<file path="config.mk">
export PLATFORM = sky130hd
export DESIGN_NAME = spi_fifo_port
export DESIGN_NICKNAME = d
export VERILOG_FILES = /design/src/rtl/spi_fifo_pkg.sv /design/src/rtl/byte_fifo.sv /design/src/rtl/spi_datapath.sv /design/src/rtl/spi_control.sv /design/src/rtl/spi_fifo_port.sv
export SDC_FILE = /design/constraint.sdc
export NUM_CORES = 1
export LEC_CHECK = 0
export ABC_AREA = 1
export BUFFER_PORTS_ARGS = -buffer_cell sky130_fd_sc_hd__buf_2
export CAP_MARGIN = 25
export CORE_ASPECT_RATIO = 1.1
export CORE_MARGIN = 5
export CORE_UTILIZATION = 50
export DETAILED_ROUTE_END_ITERATION = 8
export GPL_TIMING_DRIVEN = 0
export PLACE_DENSITY = 0.65
export SLEW_MARGIN = 15
export SYNTH_ARGS = -nofsm -noshare
export SYNTH_HDL_FRONTEND = slang
export SYNTH_HIERARCHICAL = 1
export SYNTH_SLANG_ARGS = --single-unit
</file>
<file path="constraint.sdc">
create_clock -name clk -period 5.4 [get_ports clk]
set_input_delay 1.08 -clock clk [delete_from_list [all_inputs] [get_ports clk]]
set_output_delay 1.08 -clock clk [all_outputs]
set_load 0.03 [all_outputs]
</file>
<file path="src/rtl/spi_fifo_pkg.sv">
package spi_fifo_pkg;

  localparam logic [7:0] OP_TX_WRITE = 8'h66;
  localparam logic [7:0] OP_RX_READ  = 8'h77;
  localparam logic [7:0] OP_STATUS   = 8'h20;
  localparam logic [7:0] OP_CONFIG   = 8'h21;
  localparam logic [7:0] FILL_BAD    = 8'hFF;
  localparam logic [7:0] FILL_IDLE   = 8'h00;

  // strobes from control into the datapath
  typedef struct packed {
    logic       pushTx;
    logic       popRx;
    logic       loadOut;
    logic [7:0] outByte;
  } ctrl_strobe_t;

  // events from the serial datapath up to control
  typedef struct packed {
    logic       active;
    logic       byteDone;
    logic [7:0] inByte;
    logic       loadSlot;
    logic       commitSlot;
  } link_event_t;

  typedef enum logic [2:0] {
    ST_CMD, ST_WRITE, ST_READ, ST_STATUS, ST_CONFIG, ST_SKIP, ST_BAD
  } cmd_state_t;

  typedef enum logic [1:0] {
    PEND_NONE, PEND_POP, PEND_EMPTY, PEND_STATUS
  } pend_kind_t;

endpackage

</file>
<file path="src/rtl/byte_fifo.sv">
module byte_fifo #(
  parameter int WIDTH = 8,
  parameter int DEPTH = 64
) (
  input  logic             clk,
  input  logic             rstN,
  input  logic             push,
  input  logic [WIDTH-1:0] pushData,
  input  logic             pop,
  output logic [WIDTH-1:0] head,
  output logic             full,
  output logic             empty
);
  localparam int AW = (DEPTH > 1) ? $clog2(DEPTH) : 1;
  localparam logic [AW-1:0] LAST = AW'(DEPTH - 1);

  logic [WIDTH-1:0] mem [DEPTH];
  logic [AW-1:0]    wrPtr, rdPtr;
  logic [AW:0]      count;
  logic             doPush, doPop;

  assign full   = (count == (AW+1)'(DEPTH));
  assign empty  = (count == '0);
  assign doPush = push && !full;
  assign doPop  = pop && !empty;
  assign head   = mem[rdPtr];

  always_ff @(posedge clk) begin
    if (doPush) mem[wrPtr] <= pushData;
  end

  always_ff @(posedge clk or negedge rstN) begin
    if (!rstN) begin
      wrPtr <= '0;
      rdPtr <= '0;
      count <= '0;
    end else begin
      if (doPush) wrPtr <= (wrPtr == LAST) ? '0 : wrPtr + 1'b1;
      if (doPop)  rdPtr <= (rdPtr == LAST) ? '0 : rdPtr + 1'b1;
      case ({doPush, doPop})
        2'b10:   count <= count + 1'b1;
        2'b01:   count <= count - 1'b1;
        default: count <= count;
      endcase
    end
  end

  // a push into a full queue must not change the fill level
  assert_full_push_dropped_R10: assert property (@(posedge clk) disable iff (!rstN)
    (push && full && !pop) |=> full);
  // a pop from an empty queue leaves it empty
  assert_empty_pop_ignored_R10: assert property (@(posedge clk) disable iff (!rstN)
    (pop && empty && !push) |=> empty);
endmodule

</file>
<file path="src/rtl/spi_datapath.sv">
module spi_datapath
  import spi_fifo_pkg::*;
#(
  parameter int FIFO_DEPTH  = 64,
  parameter int SYNC_STAGES = 2
) (
  input  logic         clk,
  input  logic         rstN,
  input  logic         sclk,
  input  logic         csN,
  input  logic         mosi,
  output logic         miso,
  input  ctrl_strobe_t ctrl,
  output link_event_t  ev,
  input  logic         txPop,
  output logic [7:0]   txData,
  output logic         txEmpty,
  input  logic         rxPush,
  input  logic [7:0]   rxData,
  output logic         rxFull,
  output logic [7:0]   rxHead,
  output logic         rxEmpty,
  output logic         txFull
);
  logic [SYNC_STAGES:0]   sclkPipe;
  logic [SYNC_STAGES-1:0] csPipe, mosiPipe;
  logic sclkRise, sclkFall, active, mosiNow;

  always_ff @(posedge clk or negedge rstN) begin
    if (!rstN) begin
      sclkPipe <= '0;
      csPipe   <= '1;
      mosiPipe <= '0;
    end else begin
      sclkPipe <= {sclkPipe[SYNC_STAGES-1:0], sclk};
      csPipe   <= {csPipe[SYNC_STAGES-2:0], csN};
      mosiPipe <= {mosiPipe[SYNC_STAGES-2:0], mosi};
    end
  end

  assign sclkRise = sclkPipe[SYNC_STAGES-1] && !sclkPipe[SYNC_STAGES];
  assign sclkFall = !sclkPipe[SYNC_STAGES-1] && sclkPipe[SYNC_STAGES];
  assign active   = !csPipe[SYNC_STAGES-1];
  assign mosiNow  = mosiPipe[SYNC_STAGES-1];

  // receive shifter and bit counter
  logic [2:0] bitCnt;
  logic [6:0] shiftIn;
  logic       byteSeen;

  always_ff @(posedge clk or negedge rstN) begin
    if (!rstN) begin
      bitCnt   <= '0;
      shiftIn  <= '0;
      byteSeen <= 1'b0;
    end else if (!active) begin
      bitCnt   <= '0;
      byteSeen <= 1'b0;
    end else if (sclkRise) begin
      shiftIn <= {shiftIn[5:0], mosiNow};
      bitCnt  <= bitCnt + 1'b1;
      if (bitCnt == 3'd7) byteSeen <= 1'b1;
    end
  end

  always_comb begin
    ev.active     = active;
    ev.byteDone   = active && sclkRise && (bitCnt == 3'd7);
    ev.inByte     = {shiftIn, mosiNow};
    ev.loadSlot   = active && sclkFall && (bitCnt == 3'd0) && byteSeen;
    ev.commitSlot = active && sclkRise && (bitCnt == 3'd0) && byteSeen;
  end

  // transmit shifter, advances on falling sclk
  logic       misoReg;
  logic [6:0] outShift;

  always_ff @(posedge clk or negedge rstN) begin
    if (!rstN) begin
      misoReg  <= 1'b0;
      outShift <= '0;
    end else if (!active) begin
      misoReg  <= 1'b0;
      outShift <= '0;
    end else if (ctrl.loadOut) begin
      misoReg  <= ctrl.outByte[7];
      outShift <= ctrl.outByte[6:0];
    end else if (sclkFall) begin
      misoReg  <= outShift[6];
      outShift <= {outShift[5:0], 1'b0};
    end
  end

  assign miso = misoReg;

  byte_fifo #(.WIDTH(8), .DEPTH(FIFO_DEPTH)) txQueue (
    .clk(clk), .rstN(rstN),
    .push(ctrl.pushTx), .pushData(ev.inByte), .pop(txPop),
    .head(txData), .full(txFull), .empty(txEmpty)
  );

  byte_fifo #(.WIDTH(8), .DEPTH(FIFO_DEPTH)) rxQueue (
    .clk(clk), .rstN(rstN),
    .push(rxPush), .pushData(rxData), .pop(ctrl.popRx),
    .head(rxHead), .full(rxFull), .empty(rxEmpty)
  );

  // deselect clears the partial byte and quiets the output
  assert_deselect_resets_R11: assert property (@(posedge clk) disable iff (!rstN)
    !active |=> (bitCnt == 3'd0 && !miso));
  // a load and a shift never coincide with a rising edge
  assert_load_on_fall_R4: assert property (@(posedge clk) disable iff (!rstN)
    ctrl.loadOut |-> sclkFall);
endmodule

</file>
<file path="src/rtl/spi_control.sv">
module spi_control
  import spi_fifo_pkg::*;
(
  input  logic         clk,
  input  logic         rstN,
  input  link_event_t  ev,
  input  logic [7:0]   rxHead,
  input  logic         rxEmpty,
  input  logic         txFull,
  output ctrl_strobe_t ctrl,
  output logic         irqN
);
  cmd_state_t state;
  pend_kind_t pend;
  logic errFlag, irqEn;
  logic overflowHit, underflowHit, statusClear;

  assign overflowHit  = ev.byteDone && (state == ST_WRITE) && txFull;
  assign underflowHit = ev.commitSlot && (pend == PEND_EMPTY);
  assign statusClear  = ev.commitSlot && (pend == PEND_STATUS);

  always_comb begin
    ctrl = '0;
    ctrl.pushTx = ev.byteDone && (state == ST_WRITE) && !txFull;
    ctrl.popRx  = ev.commitSlot && (pend == PEND_POP);
    if (ev.loadSlot) begin
      ctrl.loadOut = 1'b1;
      unique case (state)
        ST_READ:   ctrl.outByte = rxEmpty ? FILL_IDLE : rxHead;
        ST_STATUS: ctrl.outByte = {6'b0, irqEn, errFlag};
        ST_BAD:    ctrl.outByte = FILL_BAD;
        default:   ctrl.outByte = FILL_IDLE;
      endcase
    end
  end

  always_ff @(posedge clk or negedge rstN) begin
    if (!rstN) begin
      errFlag <= 1'b0;
    end else if (overflowHit || underflowHit) begin
      errFlag <= 1'b1;
    end else if (statusClear) begin
      errFlag <= 1'b0;
    end
  end

  always_ff @(posedge clk or negedge rstN) begin
    if (!rstN) begin
      state <= ST_CMD;
      pend  <= PEND_NONE;
      irqEn <= 1'b0;
    end else if (!ev.active) begin
      state <= ST_CMD;
      pend  <= PEND_NONE;
    end else begin
      if (ev.byteDone) begin
        unique case (state)
          ST_CMD: begin
            unique case (ev.inByte)
              OP_TX_WRITE: state <= ST_WRITE;
              OP_RX_READ:  state <= ST_READ;
              OP_STATUS:   state <= ST_STATUS;
              OP_CONFIG:   state <= ST_CONFIG;
              default:     state <= ST_BAD;
            endcase
          end
          ST_CONFIG: begin
            irqEn <= ev.inByte[0];
            state <= ST_SKIP;
          end
          default: state <= state;
        endcase
      end
      if (ev.loadSlot) begin
        unique case (state)
          ST_READ:   pend <= rxEmpty ? PEND_EMPTY : PEND_POP;
          ST_STATUS: pend <= PEND_STATUS;
          default:   pend <= PEND_NONE;
        endcase
      end
      if (ev.commitSlot) begin
        pend <= PEND_NONE;
        if (pend == PEND_STATUS) state <= ST_SKIP;
      end
    end
  end

  assign irqN = !(errFlag && irqEn);

  assert_overflow_sets_flag_R3: assert property (@(posedge clk) disable iff (!rstN)
    overflowHit |=> errFlag);
  assert_underflow_sets_flag_R5: assert property (@(posedge clk) disable iff (!rstN)
    underflowHit |=> errFlag);
  assert_flag_sticky_R7: assert property (@(posedge clk) disable iff (!rstN)
    (errFlag && !statusClear) |=> errFlag);
  assert_status_clears_R6: assert property (@(posedge clk) disable iff (!rstN)
    (statusClear && !overflowHit && !underflowHit) |=> !errFlag);
  assert_no_pop_when_empty_R5: assert property (@(posedge clk) disable iff (!rstN)
    $onehot0({ctrl.popRx, underflowHit, statusClear}));
endmodule

</file>
<file path="src/rtl/spi_fifo_port.sv">
module spi_fifo_port
  import spi_fifo_pkg::*;
#(
  parameter int FIFO_DEPTH  = 64,
  parameter int SYNC_STAGES = 2
) (
  input  logic       clk,
  input  logic       rstN,
  input  logic       sclk,
  input  logic       csN,
  input  logic       mosi,
  output logic       miso,
  output logic       irqN,
  input  logic       txPop,
  output logic [7:0] txData,
  output logic       txEmpty,
  input  logic       rxPush,
  input  logic [7:0] rxData,
  output logic       rxFull
);
  ctrl_strobe_t ctrl;
  link_event_t  ev;
  logic [7:0]   rxHead;
  logic         rxEmpty, txFull;

  spi_datapath #(.FIFO_DEPTH(FIFO_DEPTH), .SYNC_STAGES(SYNC_STAGES)) datapath (
    .clk(clk), .rstN(rstN), .sclk(sclk), .csN(csN), .mosi(mosi), .miso(miso),
    .ctrl(ctrl), .ev(ev),
    .txPop(txPop), .txData(txData), .txEmpty(txEmpty),
    .rxPush(rxPush), .rxData(rxData), .rxFull(rxFull),
    .rxHead(rxHead), .rxEmpty(rxEmpty), .txFull(txFull)
  );

  spi_control control (
    .clk(clk), .rstN(rstN), .ev(ev), .rxHead(rxHead), .rxEmpty(rxEmpty),
    .txFull(txFull), .ctrl(ctrl), .irqN(irqN)
  );
endmodule

</file>
==> results of run 1 <==
-- cell type report --
type                    instances  area [µm²]
flip-flops and latches       1095       32560
multi-input cells            2800       12020
repair buffers                 38       402.9
clock inverters                63       526.8
inverters                     570        2147
fillers                      8171       41940
well taps                    1270        1589
clock buffers                 142        3008
plain buffers                 212        1107
-- state kept, by name, indices dropped and copies added (netlist names), 6 cells and up --
register and count:
datapath/txQueue/rdPtr 6, datapath/shiftIn 7, datapath/txQueue/wrPtr 6, datapath/rxQueue/mem 512, datapath/rxQueue/count 7, datapath/rxQueue/wrPtr 6, datapath/rxQueue/rdPtr 6, datapath/outShift 7
datapath/txQueue/count 7, datapath/txQueue/mem 512
-- cells in the mapped netlist, drive strengths merged --
| cell | n | area [µm²] |
|---|---|---|
| a21oi | 49 | 249.0 |
| a31oi | 4 | 25.02 |
| and3 | 2 | 12.51 |
| buf | 157 | 900.9 |
| clkbuf | 55 | 206.5 |
| clkinv | 11 | 46.30 |
| dfrtp | 69 | 1727 |
| dfstp | 2 | 52.55 |
| edfxtp | 1024 | 30750 |
| fa | 2 | 40.04 |
| ha | 19 | 237.7 |
| inv | 559 | 2101 |
| nand2 | 1459 | 5507 |
| nand3 | 539 | 2703 |
| nand4 | 20 | 125.1 |
| nor2 | 468 | 1794 |
| nor3 | 10 | 55.05 |
| nor4 | 1 | 12.51 |
| o21ai | 189 | 953.4 |
| or2 | 14 | 87.58 |
| xnor2 | 4 | 35.03 |
| xor2 | 20 | 175.2 |
-- kinds of logic after synthesis --
logic type | synth area share [%]
xor+xnor | 0.4398
buf+inv | 6.809
simple gates | 21.54
fa+ha+maj | 0.5812
compound gates | 2.568
flops | 68.06
-- worst max-delay path, delay by kind of cell, from the launching register on --
kind	cells	cell delay, ns
buffers and inverters	4	1.41
and+or+nand+nor	5	0.71
DFF	1	0.43
AOI/OAI and AO/OA	1	0.24
-- per-stage QoR --
stage	instance area [µm²]	total power [mW]
floorplan	47790	13.03
global placement	49510	14.94
detailed placement	49820	15.03
finish	53360	22.44
CTS	53350	22.48
global route	53360	23.34
-- where the power goes --
group | total, mW | switching, mW | internal, mW
Sequential | 9.96 | 0.247 | 9.71
Clock | 7.50 | 3.20 | 4.30
Combinational | 4.99 | 3.67 | 1.32
Total | 22.4 | 7.11 | 15.3
-- metal layers --
| layer | global-route usage [%] | vias up | share of wire (%) |
|---|---|---|---|
| met5 | 0 | - | 0 |
| met3 | 3.496 | 353 | 7.4 |
| met1 | 31.58 | 15780 | 38 |
| met2 | 43.19 | 1406 | 49 |
| li1 | - | 15632 | - |
| met4 | 11.11 | 0 | 5.1 |
-- worst max-delay path by stage --
stage | startpoint | end | cells past startpoint
after floorplan | datapath/rxQueue/count[4] | datapath/rxQueue/count[6] | 14
after global placement | rxPush | datapath/rxQueue/mem[8][2] | 5
after detailed placement | rxPush | datapath/rxQueue/mem[8][1] | 5
after CTS | datapath/txQueue/rdPtr[0] | txData[6] | 10
after global routing | datapath/txQueue/rdPtr[0] | txData[6] | 10
final | datapath/txQueue/rdPtr[0] | txData[6] | 10
==> summary.txt, run 1 <==
Worst setup path
  • Cell with the most instances on the worst path: nand3_1
  • Crit start category: register
  • CP Class: register to output port
  • Worst flop-to-flop path startpoint: datapath/csPipe[1]
  • Critical path fanouts, max: 10
  • Worst endpoint required time: 4.32 ns
  • Slowest stage delay, CP: 0.59 ns
  • Internal reg-to-reg setup slack: 1.47 ns
  • Worst R2R End: datapath/txQueue/mem[26][1]
  • Critical path's slowest cell: buf_1
  • CP endpoint kind: output port
  • CP cell instances: inv_2, buf_2, buf_1, o21ai_0, nand3_1, nand3_1, nand2_1, nand3_1, nand2_1, buf_2
  • CP arrival: 3.47 ns
  • R2R depth: 11

Clock network
  • Clk Latency, worst-skew pair: 0.70 ns
  • Clock Tree Buf Depth: 3
  • # resized after CTS: 0
  • CTS sink cnt: 1095
  • Clk slew on worst S/H paths: 0.06 ns
  • Clock root cell: clkbuf_16
  • Setup bufs post-CTS: 0
  • Post-CTS Hold Fix Bufs: 0
  • Total CTS buffers: 111
  • Clock tree from TritonCTS: done
  • Number of H-tree levels: 3

Power
  • Pleak: 21.72 nW
  • Maximum vdd drop: 0.4662 mV
  • PD cells: 420.6 nW/µm²

Layout
  • Non-filler instance count after layout: 6190
  • Nets: 4864
  • Most common cell after layout, fill and taps aside: nand2_1
  • Highest-count cells in the layout ignoring fill and taps: nand2_1, edfxtp_1, inv_1
  • Syn-to-layout area delta: 11.64%
  • Fin util: 55.99%
  • Diodes inserted: 0
  • Share of layout cells above drive strength 1: 7.744%

Synth
  • Synth warn: 6
  • Synthesized net count: 4713
  • Cell variety after synth: 37
  • Netlist Area Pre-Place: 47790 µm²
  • Post-synthesis sequential area ratio: 68.06%
  • Avg Cell Area, Syn: 10.22 µm²
  • Cells after Synth: 4677
  • Post-synthesis register bit count: 1095

STA
  • Clock Skew: 0.03703 ns
  • Minimum clock period: 4.552 ns
  • Rel. slew slack: 27.23%
  • Setup TNS: 0 ns
  • Fmax: 219.7 MHz
  • RSZ-0062 raised after global routing: no
  • Least-Margin Pin Slew: 1.088 ns
  • Final Cycle Share: 84.30%
  • Pins over their slew limit: 0
  • Final hold vios: 0
  • Setup slack after layout: 0.8477 ns
  • Setup violators final: 0
  • WHS: 0.2962 ns

GRT
  • Largest net degree at the start of global routing: 67
  • Initial antenna violation count: 0
  • Total GRT Usage: 24.95%
  • First-pass GRT wire length: 193400 µm
  • GR Overflow Total: 0
  • Vias in the first global route: 31807

Detailed routing
  • Vias post-DR: 33171
  • Drt first-iter violations: 3545
  • DRT antenna net count: 0
  • Detailed Route WL: 128900 µm
  • Wire per inst: 20.82 µm
  • Router iterations before antenna repair: 5
  • Residual DRC: 0
  • Via density: 5.359

Placed design
  • GP Congestion: 0.9255
  • Placed instance count: 5984
  • # port buffers: 26
  • Pre-CTS setup slack: 1.393 ns
  • Final HPWL DP: 86880 µm

Die
  • Core area: 95290 µm²
  • Rows: 119
  • Overall die area: 101900 µm²
  • Die W: 304.8 µm
  • Initial Util: 50.16%
  • IO Count: 27
  • Die height: 334.3 µm

Hold path
  • Worst Hold Class: input pin to asynchronous set/reset pin

Run
  • Max cap viols: 0

Outcome
  • Status: finished, final reports clean
Note: power is estimated with default switching activity, not from simulation.
==> inputs of run 2 (changes only) <==
--- a/config.mk
+++ b/config.mk
@@ -5,7 +5,7 @@
 export SDC_FILE = /design/constraint.sdc
 export NUM_CORES = 1
 export LEC_CHECK = 0
-export ABC_AREA = 1
+export ABC_AREA = 0
 export BUFFER_PORTS_ARGS = -buffer_cell sky130_fd_sc_hd__buf_2
 export CAP_MARGIN = 25
 export CORE_ASPECT_RATIO = 1.1
==> constraint.sdc (replaced) <==
create_clock -name clk -period 4.3 [get_ports clk]
set_input_delay 0.86 -clock clk [delete_from_list [all_inputs] [get_ports clk]]
set_output_delay 0.86 -clock clk [all_outputs]
set_load 0.03 [all_outputs]
==> summary.txt, run 2 <==
Outcome
  • Status: finished, final reports clean

Layout
  • Share of layout cells above drive strength 1: 24.07%
  • Filler instances: 6540
  • Largest regs: datapath/rxQueue/mem (512), datapath/txQueue/mem (512)
  • Register area: 32550 µm²
  • Area of the multi-input gates: 10590 µm²
  • Syn-to-layout area delta: 12.46%
  • Diodes inserted: 0
  • Highest-count cells in the layout ignoring fill and taps: edfxtp_1, mux4_2, nor2_1
  • Most common cell after layout, fill and taps aside: edfxtp_1
  • Nets: 2435

Synth
  • Simple-gate share of the synthesized area: 4.343%
  • Largest area contributor in the netlist: edfxtp_1
  • Post-synthesis sequential area ratio: 73.94%
  • Proportion of synthesized area in mux cells: 15.03%
  • Synthesized net count: 2285
  • Largest family of logic cells by synthesized area: multiplexers
  • EDFF count, synth: 1024
  • Synth Area in Compound Gates: 3.549%
  • Post-synth top flop: edfxtp_1
  • Netlist Area Pre-Place: 44000 µm²
  • Synth top area cells: edfxtp_1, mux4_2, dfrtp_1
  • Post-synthesis register bit count: 1095
  • Synthesized-area fraction occupied by adder cells: 0.6313%
  • Post-synth top area share: 69.89%
  • Cells after Synth: 2249
  • Synth Area in XOR/XNOR: 0.3981%
  • Avg Cell Area, Syn: 19.56 µm²
  • Synth cell count leaders: edfxtp_1, mux4_2, nor2_1
  • Cell variety after synth: 84
  • Synth warn: 6
  • Count leader, synth: edfxtp_1
  • Ys async rst share: 6.484%

Worst setup path
  • CP arrival: 3.38 ns
  • CP endpoint kind: output port
  • CP Class: register to output port
  • Crit start category: register
  • Critical path fanouts, max: 10
  • Worst endpoint required time: 3.44 ns

GRT
  • GR Util met3: 2.845%
  • Vias in the first global route: 22968
  • Largest net degree at the start of global routing: 69
  • GR Overflow Total: 0
  • GR Util met1: 28.26%
  • Met2 usage in global routing: 37.79%
  • First-pass GRT wire length: 151400 µm
  • Initial antenna violation count: 0
  • Total GRT Usage: 21.61%
  • GR peak layer: met2

Detailed routing
  • Via density: 6.072
  • Vias post-DR: 22180
  • Router iterations before antenna repair: 5
  • Drt first-iter violations: 2158
  • Detailed Route WL: 101300 µm
  • DRT antenna net count: 0
  • Residual DRC: 0
  • Wire per inst: 27.73 µm

Die
  • Core area: 87580 µm²
  • Rows: 114
  • IO Count: 27
  • Initial Util: 50.24%
  • Overall die area: 94030 µm²
  • Die W: 292.8 µm
  • Die height: 321.1 µm

STA
  • Final hold vios: 0
  • Rel. slew slack: 34.66%
  • Pins over their slew limit: 0
  • Setup violators final: 0
  • Final Cycle Share: 98.49%
  • Clock Skew: 0.04281 ns
  • Least-Margin Pin Slew: 0.9801 ns
  • Minimum clock period: 4.235 ns
  • RSZ-0062 raised after global routing: yes
  • WHS: 0.07623 ns
  • Setup TNS: 0 ns
  • Fmax: 236.1 MHz

Power
  • Maximum vdd drop: 0.3801 mV
  • Design Power: 27.43 mW
  • Pleak: 15.71 nW
  • PD cells: 554.4 nW/µm²

Clock network
  • Clock Tree Buf Depth: 3
  • Clock tree from TritonCTS: done
  • CTS sink cnt: 1095
  • Clk slew on worst S/H paths: 0.06 ns
  • Clk Latency, worst-skew pair: 0.69 ns
  • Total CTS buffers: 109
  • Number of H-tree levels: 3
  • Clock root cell: clkbuf_16

Placed design
  • # port buffers: 26
  • GP Congestion: 0.8990
  • Final HPWL DP: 66970 µm

Hold path
  • Worst Hold Class: input pin to asynchronous set/reset pin

Run
  • Max cap viols: 0
[run 2: per-stage QoR]
stage	util [%]	instances	area [µm²]	worst slack, ns
4_1_cts	56.44	3652	49430	0.00007927
3_3_place_gp	52.04	3435	45580	0.2348
6_report	56.49	3653	49480	0.06477
3_5_place_dp	52.40	3448	45890	0.05943
2_1_floorplan	-	2249	44000	1.064
5_1_grt	56.49	3653	49480	-0.04023
[run 2: path summary, 6_finish.rpt]
kind	startpoint	to	slack, ns	depth (start not counted)
worst max-delay path	datapath/txQueue/rdPtr[3]	txData[7]	0.06	8
worst min-delay path	rstN	datapath/sclkPipe[0]	0.08	1
worst max register to register	datapath/sclkPipe[1]	datapath/txQueue/mem[11][2]	0.42	7
worst min register to register	datapath/csPipe[0]	datapath/csPipe[1]	0.38	0
max in group asynchronous	rstN	datapath/shiftIn[1]	3.58	2
min in group clk	csN	datapath/csPipe[0]	0.28	1
[run 2: where the power goes]
group / leakage [nW] / internal, mW / total [mW] / switching, mW
Clock: 1.70 / 5.34 / 9.26 / 3.92
Sequential: 10.1 / 12.5 / 13.0 / 0.560
Combinational: 3.87 / 2.00 / 5.13 / 3.14
Total: 15.7 / 19.8 / 27.4 / 7.62
[run 2: what timing repair did]
action	CTS	global route
setup buffers	0	0
gates resized for setup	10	8
endpoints found under the setup margin	5	6
hold buffers	0	0
pin swaps	0	1
endpoints found under the hold margin	0	0
[run 2: metal layers]
metal  share of wire, %  routed length, µm
met5                  0                  0
met2                 52              52970
met3                5.5               5596
met4                3.4               3432
met1                 39              39310
[run 2: logic make-up after synthesis]
kind of cell	Yosys count
buf+inv	144
flops	1095
mux	352
xor+xnor	20
simple gates	405
compound gates	212
fa+ha+maj	21
[run 2: layout make-up]
| cell class | count | share of cell area [%] |
|---|---|---|
| clock buffer | 153 | 6.034 |
| timing repair buffer | 40 | 0.8801 |
| sequential | 1095 | 65.78 |
| multi-input combinational | 1010 | 21.40 |
| tap | 1160 | 2.934 |
| inverter | 31 | 0.2352 |
| buffer | 112 | 1.659 |
| clock inverter | 52 | 1.075 |
[run 2: worst max-delay path: stages (launching register included)]
cell and delay, ns:
dfrtp_1 0.34, buf_6 0.16, buf_1 0.74, nor2_1 0.29, a22oi_1 0.37, nand2_1 0.10, o21ai_1 0.29, o31ai_2 0.17
buf_2 0.21
